--- src/rtl/sema_pkg.sv ---
package sema_pkg;

    localparam int SEM_FLAGS = 8;
    localparam int SEM_DW    = 8;

    typedef enum logic [1:0] {
        OWN_NONE  = 2'd0,
        OWN_LEFT  = 2'd1,
        OWN_RIGHT = 2'd2
    } owner_e;

    // Per-flag command from one port in one cycle
    typedef struct packed {
        logic req;
        logic rel;
    } flag_cmd_t;

    // Gated port operation
    typedef struct packed {
        logic wr_op;
        logic rd_op;
        logic bit0;
    } port_op_t;

    // A port's view: 0 when it holds the flag, 1 otherwise
    function automatic logic port_view(owner_e own, logic is_left);
        if (is_left) return (own != OWN_LEFT);
        return (own != OWN_RIGHT);
    endfunction

endpackage

--- src/rtl/sema_port_gate.sv ---
module sema_port_gate
    import sema_pkg::*;
#(
    parameter int NUM_FLAGS = SEM_FLAGS,
    parameter int DW        = SEM_DW,
    localparam int AW       = $clog2(NUM_FLAGS)
) (
    input  logic                      sel,
    input  logic                      mem_en,
    input  logic                      wr,
    input  logic                      rd_en,
    input  logic [AW-1:0]             addr,
    input  logic [DW-1:0]             wdata,
    output port_op_t                  op,
    output flag_cmd_t [NUM_FLAGS-1:0] cmds
);

    logic access;
    logic unused_hi;

    assign unused_hi = ^wdata[DW-1:1];
    assign access    = sel & ~mem_en;

    always_comb begin
        op.wr_op = access & wr;
        op.rd_op = access & ~wr & rd_en;
        op.bit0  = wdata[0];
    end

    for (genvar i = 0; i < NUM_FLAGS; i++) begin : g_dec
        logic hit;
        assign hit         = op.wr_op && (addr == AW'(i));
        assign cmds[i].req = hit & ~op.bit0;
        assign cmds[i].rel = hit &  op.bit0;
    end

endmodule

--- src/rtl/sema_flag_cell.sv ---
module sema_flag_cell
    import sema_pkg::*;
(
    input  logic      clk,
    input  logic      rst,
    input  flag_cmd_t cmd_l,
    input  flag_cmd_t cmd_r,
    output owner_e    owner
);

    logic   pend_l, pend_r;
    logic   want_l, want_r;
    logic   keep_l, keep_r;
    owner_e owner_nx;
    logic   pend_l_nx, pend_r_nx;

    always_comb begin
        want_l = cmd_l.req | (pend_l & ~cmd_l.rel);
        want_r = cmd_r.req | (pend_r & ~cmd_r.rel);
        keep_l = (owner == OWN_LEFT)  & ~cmd_l.rel;
        keep_r = (owner == OWN_RIGHT) & ~cmd_r.rel;
        owner_nx  = OWN_NONE;
        pend_l_nx = 1'b0;
        pend_r_nx = 1'b0;
        if (keep_l) begin
            owner_nx  = OWN_LEFT;
            pend_r_nx = want_r;
        end else if (keep_r) begin
            owner_nx  = OWN_RIGHT;
            pend_l_nx = want_l;
        end else if (want_l) begin
            owner_nx  = OWN_LEFT;
            pend_r_nx = want_r;
        end else if (want_r) begin
            owner_nx  = OWN_RIGHT;
        end
    end

    always_ff @(posedge clk) begin
        if (rst) begin
            owner  <= OWN_NONE;
            pend_l <= 1'b0;
            pend_r <= 1'b0;
        end else begin
            owner  <= owner_nx;
            pend_l <= pend_l_nx;
            pend_r <= pend_r_nx;
        end
    end

    // a waiting request implies the other side holds the flag
    a_r6_pend_has_holder: assert property (@(posedge clk) disable iff (rst)
        (pend_l |-> owner == OWN_RIGHT) and (pend_r |-> owner == OWN_LEFT));
    // never both sides waiting
    a_r10_pend_excl: assert property (@(posedge clk) disable iff (rst)
        !(pend_l && pend_r));
    // handoff on release
    a_r6_handoff_l2r: assert property (@(posedge clk) disable iff (rst)
        (owner == OWN_LEFT && cmd_l.rel && pend_r) |=> owner == OWN_RIGHT);
    a_r6_handoff_r2l: assert property (@(posedge clk) disable iff (rst)
        (owner == OWN_RIGHT && cmd_r.rel && pend_l) |=> owner == OWN_LEFT);
    // tie goes left
    a_r7_tie_left: assert property (@(posedge clk) disable iff (rst)
        (owner == OWN_NONE && cmd_l.req && cmd_r.req) |=> owner == OWN_LEFT);
    // free flag granted at once
    a_r5_grant_right: assert property (@(posedge clk) disable iff (rst)
        (owner == OWN_NONE && !cmd_l.req && cmd_r.req) |=> owner == OWN_RIGHT);
    // non-owner release leaves owner alone
    a_r8_foreign_rel: assert property (@(posedge clk) disable iff (rst)
        (owner == OWN_LEFT && cmd_r.rel && !cmd_l.rel) |=> owner == OWN_LEFT);

endmodule

--- src/rtl/sema_read_port.sv ---
module sema_read_port
    import sema_pkg::*;
#(
    parameter int   NUM_FLAGS = SEM_FLAGS,
    parameter int   DW        = SEM_DW,
    parameter logic IS_LEFT   = 1'b1,
    localparam int  AW        = $clog2(NUM_FLAGS)
) (
    input  logic                   clk,
    input  logic                   rst,
    input  logic                   rd_op,
    input  logic [AW-1:0]          addr,
    input  owner_e [NUM_FLAGS-1:0] owners,
    output logic [DW-1:0]          rdata,
    output logic                   rvalid
);

    logic view;
    assign view = port_view(owners[addr], IS_LEFT);

    always_ff @(posedge clk) begin
        if (rst) begin
            rdata  <= '1;
            rvalid <= 1'b0;
        end else begin
            rvalid <= rd_op;
            if (rd_op) rdata <= {DW{view}};
        end
    end

    // result is always a replicated single bit
    a_r4_replicated: assert property (@(posedge clk) disable iff (rst)
        rvalid |-> (rdata == '0 || rdata == '1));

endmodule

--- src/rtl/sema_flag_unit.sv ---
module sema_flag_unit
    import sema_pkg::*;
#(
    parameter int  NUM_FLAGS = SEM_FLAGS,
    parameter int  DW        = SEM_DW,
    localparam int AW        = $clog2(NUM_FLAGS)
) (
    input  logic          clk,
    input  logic          rst,
    input  logic          lf_sem_sel,
    input  logic          lf_mem_en,
    input  logic          lf_wr,
    input  logic          lf_rd_en,
    input  logic [AW-1:0] lf_addr,
    input  logic [DW-1:0] lf_wdata,
    output logic [DW-1:0] lf_rdata,
    output logic          lf_rvalid,
    input  logic          rt_sem_sel,
    input  logic          rt_mem_en,
    input  logic          rt_wr,
    input  logic          rt_rd_en,
    input  logic [AW-1:0] rt_addr,
    input  logic [DW-1:0] rt_wdata,
    output logic [DW-1:0] rt_rdata,
    output logic          rt_rvalid
);

    port_op_t                  op_l, op_r;
    flag_cmd_t [NUM_FLAGS-1:0] cmd_l, cmd_r;
    owner_e    [NUM_FLAGS-1:0] owners;

    sema_port_gate #(.NUM_FLAGS(NUM_FLAGS), .DW(DW)) u_gate_l (
        .sel(lf_sem_sel), .mem_en(lf_mem_en), .wr(lf_wr), .rd_en(lf_rd_en),
        .addr(lf_addr), .wdata(lf_wdata), .op(op_l), .cmds(cmd_l)
    );

    sema_port_gate #(.NUM_FLAGS(NUM_FLAGS), .DW(DW)) u_gate_r (
        .sel(rt_sem_sel), .mem_en(rt_mem_en), .wr(rt_wr), .rd_en(rt_rd_en),
        .addr(rt_addr), .wdata(rt_wdata), .op(op_r), .cmds(cmd_r)
    );

    for (genvar i = 0; i < NUM_FLAGS; i++) begin : g_flag
        sema_flag_cell u_cell (
            .clk(clk), .rst(rst),
            .cmd_l(cmd_l[i]), .cmd_r(cmd_r[i]),
            .owner(owners[i])
        );
    end

    sema_read_port #(.NUM_FLAGS(NUM_FLAGS), .DW(DW), .IS_LEFT(1'b1)) u_rd_l (
        .clk(clk), .rst(rst), .rd_op(op_l.rd_op), .addr(lf_addr),
        .owners(owners), .rdata(lf_rdata), .rvalid(lf_rvalid)
    );

    sema_read_port #(.NUM_FLAGS(NUM_FLAGS), .DW(DW), .IS_LEFT(1'b0)) u_rd_r (
        .clk(clk), .rst(rst), .rd_op(op_r.rd_op), .addr(rt_addr),
        .owners(owners), .rdata(rt_rdata), .rvalid(rt_rvalid)
    );

    // blocked access yields no read result
    a_r2_blocked_left: assert property (@(posedge clk) disable iff (rst)
        (lf_sem_sel && lf_mem_en) |=> !lf_rvalid);
    a_r2_blocked_right: assert property (@(posedge clk) disable iff (rst)
        (rt_sem_sel && rt_mem_en) |=> !rt_rvalid);
    // same flag read by both sides never shows two owners
    a_r10_single_owner: assert property (@(posedge clk) disable iff (rst)
        (lf_rvalid && rt_rvalid && lf_rdata == '0) |-> rt_rdata != '0 ||
        $past(lf_addr) != $past(rt_addr));

endmodule

--- config.mk ---
export PLATFORM = sky130hd
export DESIGN_NAME = sema_flag_unit
export DESIGN_NICKNAME = d
export VERILOG_FILES = /design/src/rtl/sema_pkg.sv /design/src/rtl/sema_port_gate.sv /design/src/rtl/sema_flag_cell.sv /design/src/rtl/sema_read_port.sv /design/src/rtl/sema_flag_unit.sv
export SDC_FILE = /design/constraint.sdc
export NUM_CORES = 1
export LEC_CHECK = 0
export CAP_MARGIN = 0
export CORE_MARGIN = 2
export CORE_UTILIZATION = 40
export CTS_CLUSTER_SIZE = 24
export DETAILED_ROUTE_END_ITERATION = 8
export DONT_BUFFER_PORTS = 1
export SETUP_SLACK_MARGIN = 0.02
export SYNTH_ARGS = -nofsm -noshare
export SYNTH_HDL_FRONTEND = slang
export SYNTH_SLANG_ARGS = --single-unit
--- constraint.sdc ---
create_clock -name clk -period 2.8 [get_ports clk]
set_input_delay 0.56 -clock clk [delete_from_list [all_inputs] [get_ports clk]]
set_output_delay 0.56 -clock clk [all_outputs]
set_load 0.1 [all_outputs]
==> results of run 1 <==
-- power by group --
part | switching [uW] | total [uW] | internal, uW
combinational | 83.2 | 115 | 31.3
clock | 180 | 381 | 201
sequential | 9.81 | 524 | 514
-- logic make-up (layout without fill, tap and decap cells) --
group           Yosys count  count (layout)  share of synthesized area (%)
simple gates             87              87                           26.4
compound gates           74              74                           24.6
mux                       6               6                           5.31
buf+inv                  27              15                           8.93
flops                    36              36                           34.8
-- per-stage QoR --
stage | power, uW | util, % | hold WS [ns] | instance area [um2] | std cells
finish | 1020 | 42.9 | 0.336 | 2160 | 288
global route | 1060 | 42.9 | 0.323 | 2160 | 288
CTS | 1030 | 42.9 | 0.328 | 2160 | 288
detailed placement | 650 | 41.1 | 0.574 | 2070 | 280
global placement | 650 | 41.1 | 0.573 | 2070 | 280
floorplan | 659 | - | 0.541 | 2070 | 230
-- worst paths after layout --
check / slack, ns / startpoint / to / depth (start not counted)
hold / removal: 0.34 / rst / g_flag[2].u_cell.owner[0]$_SDFF_PP0_ / 1
setup reg to reg: 1.39 / u_rd_r.rdata[0]$_SDFFE_PP1P_ / u_rd_r.rdata[0]$_SDFFE_PP1P_ / 3
setup / recovery: 0.84 / u_rd_l.rdata[0]$_SDFFE_PP1P_ / lf_rdata[1] / 1
hold reg to reg: 0.58 / g_flag[2].u_cell.pend_r$_SDFF_PP0_ / g_flag[2].u_cell.pend_r$_SDFF_PP0_ / 3
-- layout make-up --
class / instances / area share, %
multi-input cells: 167 / 54.0
flip-flops and latches: 36 / 33.7
repair buffers: 6 / 3.94
clock buffers: 8 / 4.17
inverters: 1 / 0.174
well taps: 70 / 4.05
-- routing by layer --
layer,vias up,global-route usage [%]
met5,-,0
li1,824,-
met2,46,26.0
met4,0,6.18
met1,810,20.6
met3,9,4.38
-- state kept, by name (all words and copies together), names as in the netlist --
register and count:
g_flag.u_cell.pend_l 8, u_rd_r.rvalid 1, g_flag.u_cell.owner 16, g_flag.u_cell.pend_r 8
u_rd_l.rvalid 1, u_rd_l.rdata 1, u_rd_r.rdata 1
-- synthesized netlist by cell type (3+ instances only) --
master,instances,share of area (%)
a211oi_1,4,1.4
a21o_1,6,2.2
a21oi_1,9,2.2
a31o_2,3,1.3
a31oi_1,12,3.6
buf_2,4,0.97
buf_4,16,5.8
clkbuf_1,4,0.72
dfxtp_1,36,35
mux4_2,4,4.3
nand2_1,3,0.54
nand2b_1,12,3.6
nand3_1,6,1.4
nand4bb_1,3,1.6
nor2_1,17,3.1
nor2b_1,10,3.0
nor3_1,8,1.9
nor4_1,5,1.5
nor4bb_1,3,1.4
o21a_1,7,2.5
o21ai_0,12,2.9
o21bai_1,6,2.2
o2bb2ai_1,5,2.1
o31a_1,3,1.3
or2_2,3,0.91
==> summary.md, run 1 <==
| Metric | Value |
|---|---|
| Top layer in use | `met4` |
| Final min period | `between 1.5 and 2 ns` |
| Post-synth net total | `262` |
| Crit path DAT | `~1.4 ns` |
| Post-synthesis async set-or-reset flop share | `0%` |
| CP cell instances | `buf_4` |
| Register area share after synthesis | `34.8%` |
| Total Wirelength | `4460 um` |
| Top delay family on crit path | `flip-flops` |
| Die extent in x | `76.0 um` |
| Worst Skew | `0.00586 ns` |
| Synth Warn # | `0` |
| #FFs+latches synth | `36` |
| Fin. max-slew vios | `0` |
| Core ar. | `~5000 um2` |
| Slowest cell delay on critical path | `around 0.57 ns` |
| Top Ports | `50` |
| Worst min path class | `in2reg` |
| Crit path kind | `reg2out` |
| Register area | `728 um2` |
| Max clock buf depth | `2` |
| Buf/Inv on CP | `1` |
| Clk_lat worst skew | `0.29 ns` |
| Crit path launch type | `flip-flop` |
| FP Rows | `26` |
| Clock transition at the registers of the reported paths | `roughly 0.07 ns` |
| Crit path capture type | `output pin` |
| Die area | `5780 um2` |
| Slew headroom | `between 30 and 40%` |
| RSZ-0062 raised after global routing | `false` |
| Post-CTS setup buffers | `0` |
| Hpwl dp | `roughly 3300 um` |
| Critical Path RT | `between 2 and 2.5 ns` |
| Leading cell type in the layout, fill and taps excluded | `dfxtp_1` |
| Power Dens Cells | `472 nW/um2` |
| # setup viols final | `0` |
| Largest net degree at the start of global routing | `32` |
| Nets | `249` |
| Sum of negative setup slack | `0 ns` |
| Most frequent cells in the layout | `dfxtp_1 (34), nor2_1 (17), nand2b_1 (12), o21ai_0 (12), a31oi_1 (12)` |
| Hold Vio Cnt, Final | `0` |
| Share of post-route cells with drive strength above 1 | `13.8%` |
| Vias in the first global route | `1613` |
| GPL Wtd Cong | `0.885` |
| Cells after synthesis | `230` |
| Synth-to-Final Area Change | `4.28%` |
| Cell Area, Synth | `roughly 2100 um2` |
| Multi-input gate area | `1170 um2` |
| Number of antenna diodes | `0` |
| Least-Margin Pin Slew | `~0.94 ns` |
| CTS Buf Count | `5` |
| VDD IR max | `0.170 mV` |
| Metal-1 WL | `between 2000 and 2500 um` |
| I/O Buffers | `0` |
| Status | `completed` |
| DR iter-0 viols | `116` |
| TritonCTS clock tree | `built` |
| Top FF cell, synth | `dfxtp_1` |
| Layout fillers | `approximately 520` |
| GRT overflow | `0` |
| Crit share post-route | `70.2%` |
| Initial antenna violation count | `0` |
| Setup ws final | `around 0.84 ns` |
| First-pass GRT wire length | `7600 um` |
| Clk root buf | `clkbuf_8` |
| GRT Overall Usage | `between 10% and 20%` |
| Antenna viol nets, final | `0` |
| Max Fclk | `0.509 GHz` |
| Unique masters post-synth | `48` |
| MaxCap Viol Count | `0` |
| EDFF count, synth | `0` |
| # H-tree levels | `2` |
| Leakage | `0.000760 uW` |
| DP Worst Slack | `slightly above 0.8 ns` |
| Initial Utilization | `41.1%` |
| CTS hold repair buffers | `0` |
| # DRC | `0` |
| Met2 Wirelength | `2080 um` |
| Clock tree sinks | `36` |
| Die Y | `76.0 um` |
| Routed via count | `between 1500 and 2000` |
| Crit-path max FO | `4` |
| Mapped Avg Cell Area | `roughly 9.0 um2` |
| First-pass DRT Iterations | `4` |
| Vias/cell | `~5.9` |
| DR WL met3 | `between 200 and 300 um` |
| WL/cell | `15.5 um` |
| Post-CTS Resized | `0` |
| Slowest CP cell | `dfxtp_4` |
No activity file was read; power rests on OpenSTA's default activity.
==> run 2: changes to the inputs <==
--- a/config.mk
+++ b/config.mk
@@ -5,6 +5,7 @@
 export SDC_FILE = /design/constraint.sdc
 export NUM_CORES = 1
 export LEC_CHECK = 0
+export ABC_AREA = 1
 export CAP_MARGIN = 0
 export CORE_MARGIN = 2
 export CORE_UTILIZATION = 40
==> constraint.sdc (replaced) <==
create_clock -name clk -period 2 [get_ports clk]
set_input_delay 0.4 -clock clk [delete_from_list [all_inputs] [get_ports clk]]
set_output_delay 0.4 -clock clk [all_outputs]
set_load 0.1 [all_outputs]
==> run 2 against run 1 <==
Net effect:
- register-to-register slack lost 0.44 ns
- clock skew about the same
- combinational power grew 67%
- area after synthesis is 5.9% higher
- sequential cell count unchanged
==> summary.md, run 2 <==
| Metric | Value |
|---|---|
| First-pass DRT Iterations | `4` |
| # H-tree levels | `2` |
| Hold Vio Cnt, Final | `0` |
| MaxCap Viol Count | `0` |
| Max clock buf depth | `2` |
| # DRC | `0` |
| Layout fillers | `602` |
| VDD IR max | `0.332 mV` |
| Slowest CP cell | `buf_16` |
| Register area | `728 um2` |
| DR iter-0 viols | `78` |
| Top reg by flops | `g_flag.u_cell.owner` |
| RSZ-0062 raised after global routing | `false` |
| Worst Skew | `0.00578 ns` |
| Crit share post-route | `76.0%` |
| Fin. max-slew vios | `0` |
| Routed via count | `1982` |
| Met1 Use GR | `22.9%` |
| Leading area contributor after synthesis | `dfxtp_1` |
| WL/cell | `12.1 um` |
| Hpwl dp | `between 3000 and 4000 um` |
| Die area | `6100 um2` |
| Die extent in x | `78.1 um` |
| Total Power | `1460 uW` |
| Comb pwr share | `13.2%` |
| Sequential Power Share | `49.8%` |
| Critical Path RT | `1.60 ns` |
| Crit path launch type | `flip-flop` |
| Post-CTS Resized | `0` |
| Slew headroom | `67.2%` |
| Sum of negative setup slack | `0 ns` |
| Max Fclk | `roughly 0.66 GHz` |
| I/O Buffers | `0` |
| Cells after synthesis | `358` |
| Core ar. | `5200 um2` |
| CTS hold repair buffers | `0` |
| CTS Buf Count | `5` |
| Largest net degree at the start of global routing | `18` |
| Vias in the first global route | `1880` |
| Sw Ratio | `28.5%` |
| Leading cell type in the layout, fill and taps excluded | `nand2_1` |
| Least-Margin Pin Slew | `0.491 ns` |
| #FFs+latches synth | `36` |
| Clk_lat worst skew | `0.29 ns` |
| Most frequent cell after synthesis | `nand2_1` |
| Number of antenna diodes | `0` |
| Slowest cell delay on critical path | `0.44 ns` |
| First-pass GRT wire length | `approximately 8600 um` |
| GR peak layer | `met2` |
| Initial antenna violation count | `0` |
| Crit path kind | `reg2out` |
| # setup viols final | `0` |
| Area contributors post-synth | `dfxtp_1 (33%), nand2_1 (23%), nor2_1 (8.5%)` |
| CP cell instances | `buf_16` |
| Post-CTS setup buffers | `0` |
| Post-synth top cells | `nand2_1 (132), nor2_1 (50), inv_1 (39)` |
| Post-synthesis async set-or-reset flop share | `0%` |
| Initial Utilization | `42.2%` |
| Post-synth net total | `390` |
| Dpl cell area | `between 2000 and 2500 um2` |
| Vias/cell | `4.72` |
| Register area share after synthesis | `32.8%` |
| Synth-to-Final Area Change | `4.62%` |
| TritonCTS clock tree | `built` |
| GPL Wtd Cong | `0.850` |
| Final min period | `1.52 ns` |
| Cell area after layout | `2300 um2` |
| Synth Warn # | `0` |
| Multi-input gate area | `1130 um2` |
| FP Rows | `26` |
| Mapped Avg Cell Area | `slightly above 6 um2` |
| EDFF count, synth | `0` |
| Leakage | `0.00107 uW` |
| Top Ports | `50` |
| Biggest regs | `g_flag.u_cell.owner (16), g_flag.u_cell.pend_l (8), g_flag.u_cell.pend_r (8)` |
| Share of post-route cells with drive strength above 1 | `7.71%` |
| Antenna viol nets, final | `0` |
| Met3 usage | `5.06%` |
| Buf/Inv on CP | `1` |
| GRT Overall Usage | `18.1%` |
| Psw | `between 400 and 500 uW` |
| Crit path DAT | `roughly 1.1 ns` |
| Total Wirelength | `5090 um` |
| Fin cells | `420` |
| Clk root buf | `clkbuf_8` |
| Top FF cell, synth | `dfxtp_1` |
| Clock tree sinks | `36` |
| Worst min path class | `in2reg` |
| GRT overflow | `0` |
| Unique masters post-synth | `25` |
| Status | `completed` |
| Crit-path max FO | `5` |
| Die Y | `78.1 um` |
| Max reg flops | `16` |
| Clock transition at the registers of the reported paths | `0.07 ns` |
| Int Power | `1040 uW` |
| Top delay family on crit path | `buffers and inverters` |
| Placed cells | `412` |
| Cell Area, Synth | `2200 um2` |
| Crit path capture type | `output pin` |
| M2 GR Usage | `approximately 29%` |
| Power Dens Cells | `about 630 nW/um2` |
| Clock network power share | `a little under two fifths` |
| Most frequent cells in the layout | `nand2_1 (132), nor2_1 (50), inv_1 (39)` |
| Area share of the largest cell type after synthesis | `32.8%` |
| Nets | `381` |
## run 2: cell types whose count changed after synthesis, moves of 7 or more
cell | before | now
nor2b_1 | 10 | 0
nand3_1 | 6 | 25
inv_1 | 1 | 39
nand2b_1 | 12 | 0
nand2_1 | 3 | 132
nor2_1 | 17 | 50
o21a_1 | 7 | 0
a31oi_1 | 12 | 0
## run 2: cell type report
class / count / area share, %
clock buffer: 8 / 3.92
inverter: 41 / 6.70
multi-input combinational: 259 / 49.1
sequential: 36 / 31.7
tap: 70 / 3.81
timing repair buffer: 6 / 4.79
## run 2: worst paths after layout
check                                    endpoint  slack, ns  cells past startpoint                                 start
max reg2reg  g_flag[2].u_cell.owner[0]$_SDFF_PP0_       0.95                      7  g_flag[2].u_cell.owner[1]$_SDFF_PP0_
min            g_flag[4].u_cell.pend_l$_SDFF_PP0_       0.17                      1                                   rst
min reg2reg    g_flag[1].u_cell.pend_r$_SDFF_PP0_       0.52                      2    g_flag[1].u_cell.pend_r$_SDFF_PP0_
max                                   rt_rdata[6]       0.48                      1          u_rd_r.rdata[0]$_SDFFE_PP1P_
## run 2: per-stage QoR
stage	worst slack (ns)	util, %	hold slack, ns
after floorplan	0.119	-	0.468
after global placement	0.442	42.4	0.478
after detailed placement	0.431	42.4	0.477
after CTS	0.475	44.1	0.170
after global routing	0.455	44.1	0.163
final	0.480	44.1	0.175
## run 2: power groups by stage
stage               logic (uW)  clock network [uW]  registers [uW]
floorplan                  184                   0             758
global placement           192                   0             743
detailed placement         192                   0             743
CTS                        193                 551             726
global route               208                 589             726
finish                     192                 540             726
## run 2: worst reg2reg max path, delay by kind of cell, from the launching register on
family / cells / cell delay (ns)
buf+inv: 2 / 0.14
flops: 1 / 0.38
simple gates: 5 / 0.44
## run 2: kinds of logic after synthesis
| logic type | count (synthesis) | synth area share, % |
|---|---|---|
| flip-flops | 36 | 32.8 |
| buffers and inverters | 63 | 15.8 |
| AND/OR/NAND/NOR | 236 | 45.9 |
| AO/OA/AOI/OAI | 23 | 5.47 |
## run 2: metal layers
layer | vias up | part of all wire [%]
li1 | 1073 | -
met2 | 29 | 46
met3 | 9 | 4.6
met1 | 871 | 48
met4 | 0 | 1.6
met5 | - | 0
==> run 3: changes to the inputs <==
--- a/config.mk
+++ b/config.mk
@@ -5,7 +5,7 @@
 export SDC_FILE = /design/constraint.sdc
 export NUM_CORES = 1
 export LEC_CHECK = 0
-export ABC_AREA = 1
+export ABC_AREA = 0
 export CAP_MARGIN = 0
 export CORE_MARGIN = 2
 export CORE_UTILIZATION = 40
==> constraint.sdc (replaced) <==
create_clock -name clk -period 1.46 [get_ports clk]
set_input_delay 0.292 -clock clk [delete_from_list [all_inputs] [get_ports clk]]
set_output_delay 0.292 -clock clk [all_outputs]
set_load 0.1 [all_outputs]
==> run 3 against run 2 <==
Net effect:
- final area rose by 0.38%
- core utilization rose by 1.6 points
- critical endpoint is now rt_rdata[7]
- combinational power is 30% higher
==> summary.md, run 3 (same netlist as run 1, synthesis figures left out) <==
| Metric | Value |
|---|---|
| Buf/Inv on CP | `1` |
| Crit path capture type | `output pin` |
| # H-tree levels | `2` |
| Leakage | `0.000845 uW` |
| Vias in the first global route | `1640` |
| Top Ports | `50` |
| Antenna viol nets, final | `0` |
| GPL Wtd Cong | `~0.77` |
| RSZ-0062 raised after global routing | `true` |
| DR iter-0 viols | `119` |
| Max reg flops | `16` |
| CTS Buf Count | `5` |
| Die extent in x | `about 76 um` |
| Clock network power share | `43.8%` |
| # DRC | `0` |
| Hold Vio Cnt, Final | `0` |
| CP cell instances | `buf_16` |
| Top reg by flops | `g_flag.u_cell.owner` |
| Least-Margin Pin Slew | `0.450 ns` |
| Vias/cell | `roughly 5.5` |
| Total Power | `between 2000 and 2500 uW` |
| Routed via count | `1640` |
| WL/cell | `15.1 um` |
| CTS hold repair buffers | `0` |
| Initial Utilization | `41.1%` |
| TritonCTS clock tree | `built` |
| Core ar. | `5040 um2` |
| Psw | `546 uW` |
| Slowest cell delay on critical path | `0.44 ns` |
| Crit path kind | `reg2out` |
| Sw Ratio | `24.7%` |
| Max clock buf depth | `2` |
| Fin. max-slew vios | `0` |
| Slew headroom | `69.6%` |
| Final min period | `around 1.4 ns` |
| Clk_lat worst skew | `0.29 ns` |
| Biggest regs | `g_flag.u_cell.owner (16), g_flag.u_cell.pend_l (8), g_flag.u_cell.pend_r (8)` |
| Initial antenna violation count | `0` |
| Layout fillers | `503` |
| Leading cell type in the layout, fill and taps excluded | `dfxtp_1` |
| FP Rows | `26` |
| Power Dens Cells | `958 nW/um2` |
| Top delay family on crit path | `buffers and inverters` |
| Clock tree sinks | `36` |
| Largest net degree at the start of global routing | `32` |
| Crit-path max FO | `5` |
| Slowest CP cell | `buf_16` |
| First-pass DRT Iterations | `4` |
| Number of antenna diodes | `0` |
| # setup viols final | `0` |
| Worst min path class | `in2reg` |
| Final core occ | `45.7%` |
| Clock transition at the registers of the reported paths | `0.08 ns` |
| Crit share post-route | `97.5%` |
| Status | `completed` |
| Max Fclk | `0.703 GHz` |
| Total Wirelength | `4510 um` |
| First-pass GRT wire length | `7690 um` |
| GRT overflow | `0` |
| Nets | `260` |
| I/O Buffers | `0` |
| Hpwl dp | `3340 um` |
| Int Power | `1660 uW` |
| Die area | `a little under 6000 um2` |
| Crit path DAT | `1.13 ns` |
| Comb pwr share | `11.3%` |
| Sequential Power Share | `44.9%` |
| Most frequent cells in the layout | `dfxtp_1 (34), nor2_1 (17), buf_4 (13)` |
| Critical Path RT | `1.17 ns` |
| Clk root buf | `clkbuf_8` |
| Synth-to-Final Area Change | `11.2%` |
| Post-CTS setup buffers | `0` |
| Post-CTS Resized | `0` |
| MaxCap Viol Count | `0` |
| Share of post-route cells with drive strength above 1 | `18.8%` |
| Worst Skew | `0.00975 ns` |
| GRT Overall Usage | `approximately 16%` |
| VDD IR max | `0.683 mV` |
| Crit path launch type | `flip-flop` |
| Die Y | `76.0 um` |
run 3: changes by cell type in the layout (fill, tap and decap cells not counted), sizes merged, moves of 12 or more:
cell	before	now
a31oi	0	12
inv	40	1
nand2	136	3
nand2b	0	12
nand3	25	6
nor2	58	17
run 3: worst register-to-register path, cell delays in order (launching register included):
cell	delay [ns]
dfxtp_1	0.33
nor2b_1	0.23
mux4_2	0.28
mux2i_1	0.07
a211o_1	0.28
run 3: power groups by stage:
stage / registers, uW / clock network, uW / logic (uW)
after global placement: 1010 / 0 / 249
after global routing: 992 / 1030 / 264
after detailed placement: 1010 / 0 / 249
after floorplan: 1040 / 0 / 227
after CTS: 992 / 986 / 250
final: 992 / 968 / 250
run 3: worst paths after layout:
kind | start | endpoint | slack [ns] | cells past startpoint
worst max-delay path | u_rd_r.rdata[0]$_SDFFE_PP1P_ | rt_rdata[7] | 0.04 | 1
worst min-delay path | rst | g_flag[1].u_cell.pend_r$_SDFF_PP0_ | 0.07 | 1
worst max register to register | g_flag[1].u_cell.owner[1]$_SDFF_PP0_ | u_rd_r.rdata[0]$_SDFFE_PP1P_ | 0.17 | 4
worst min register to register | g_flag[6].u_cell.pend_r$_SDFF_PP0_ | g_flag[6].u_cell.pend_r$_SDFF_PP0_ | 0.59 | 3
run 3: final cells by class:
class / instances / area, um2 / share of cell area (%)
inverter: 1 / 3.75 / 0.163
tap: 70 / 87.6 / 3.80
clock buffer: 7 / 96.3 / 4.18
timing repair buffer: 17 / 193 / 8.36
sequential: 36 / 728 / 31.6
clock inverter: 1 / 30.0 / 1.30
multi-input combinational: 167 / 1170 / 50.6
run 3: layer usage:
metal / GRT usage (%) / vias up / part of all wire [%]
met5: 0 / - / 0
met4: 5.45 / 0 / 1.1
met1: 23.0 / 756 / 50
li1: - / 845 / -
met3: 3.79 / 5 / 5.1
met2: 25.2 / 34 / 44
run 3: per-stage QoR:
stage | hold slack [ns] | std cells | cell area (um2) | worst slack, ns | TNS, ns
after floorplan | 0.459 | 230 | 2080 | 0.0728 | 0
after global placement | 0.366 | 291 | 2180 | -0.0517 | -0.0517
after detailed placement | 0.367 | 291 | 2180 | -0.0374 | -0.0474
after CTS | 0.0530 | 299 | 2310 | 0.0246 | 0
after global routing | 0.0489 | 299 | 2310 | 0.00948 | 0
final | 0.0676 | 299 | 2310 | 0.0368 | 0
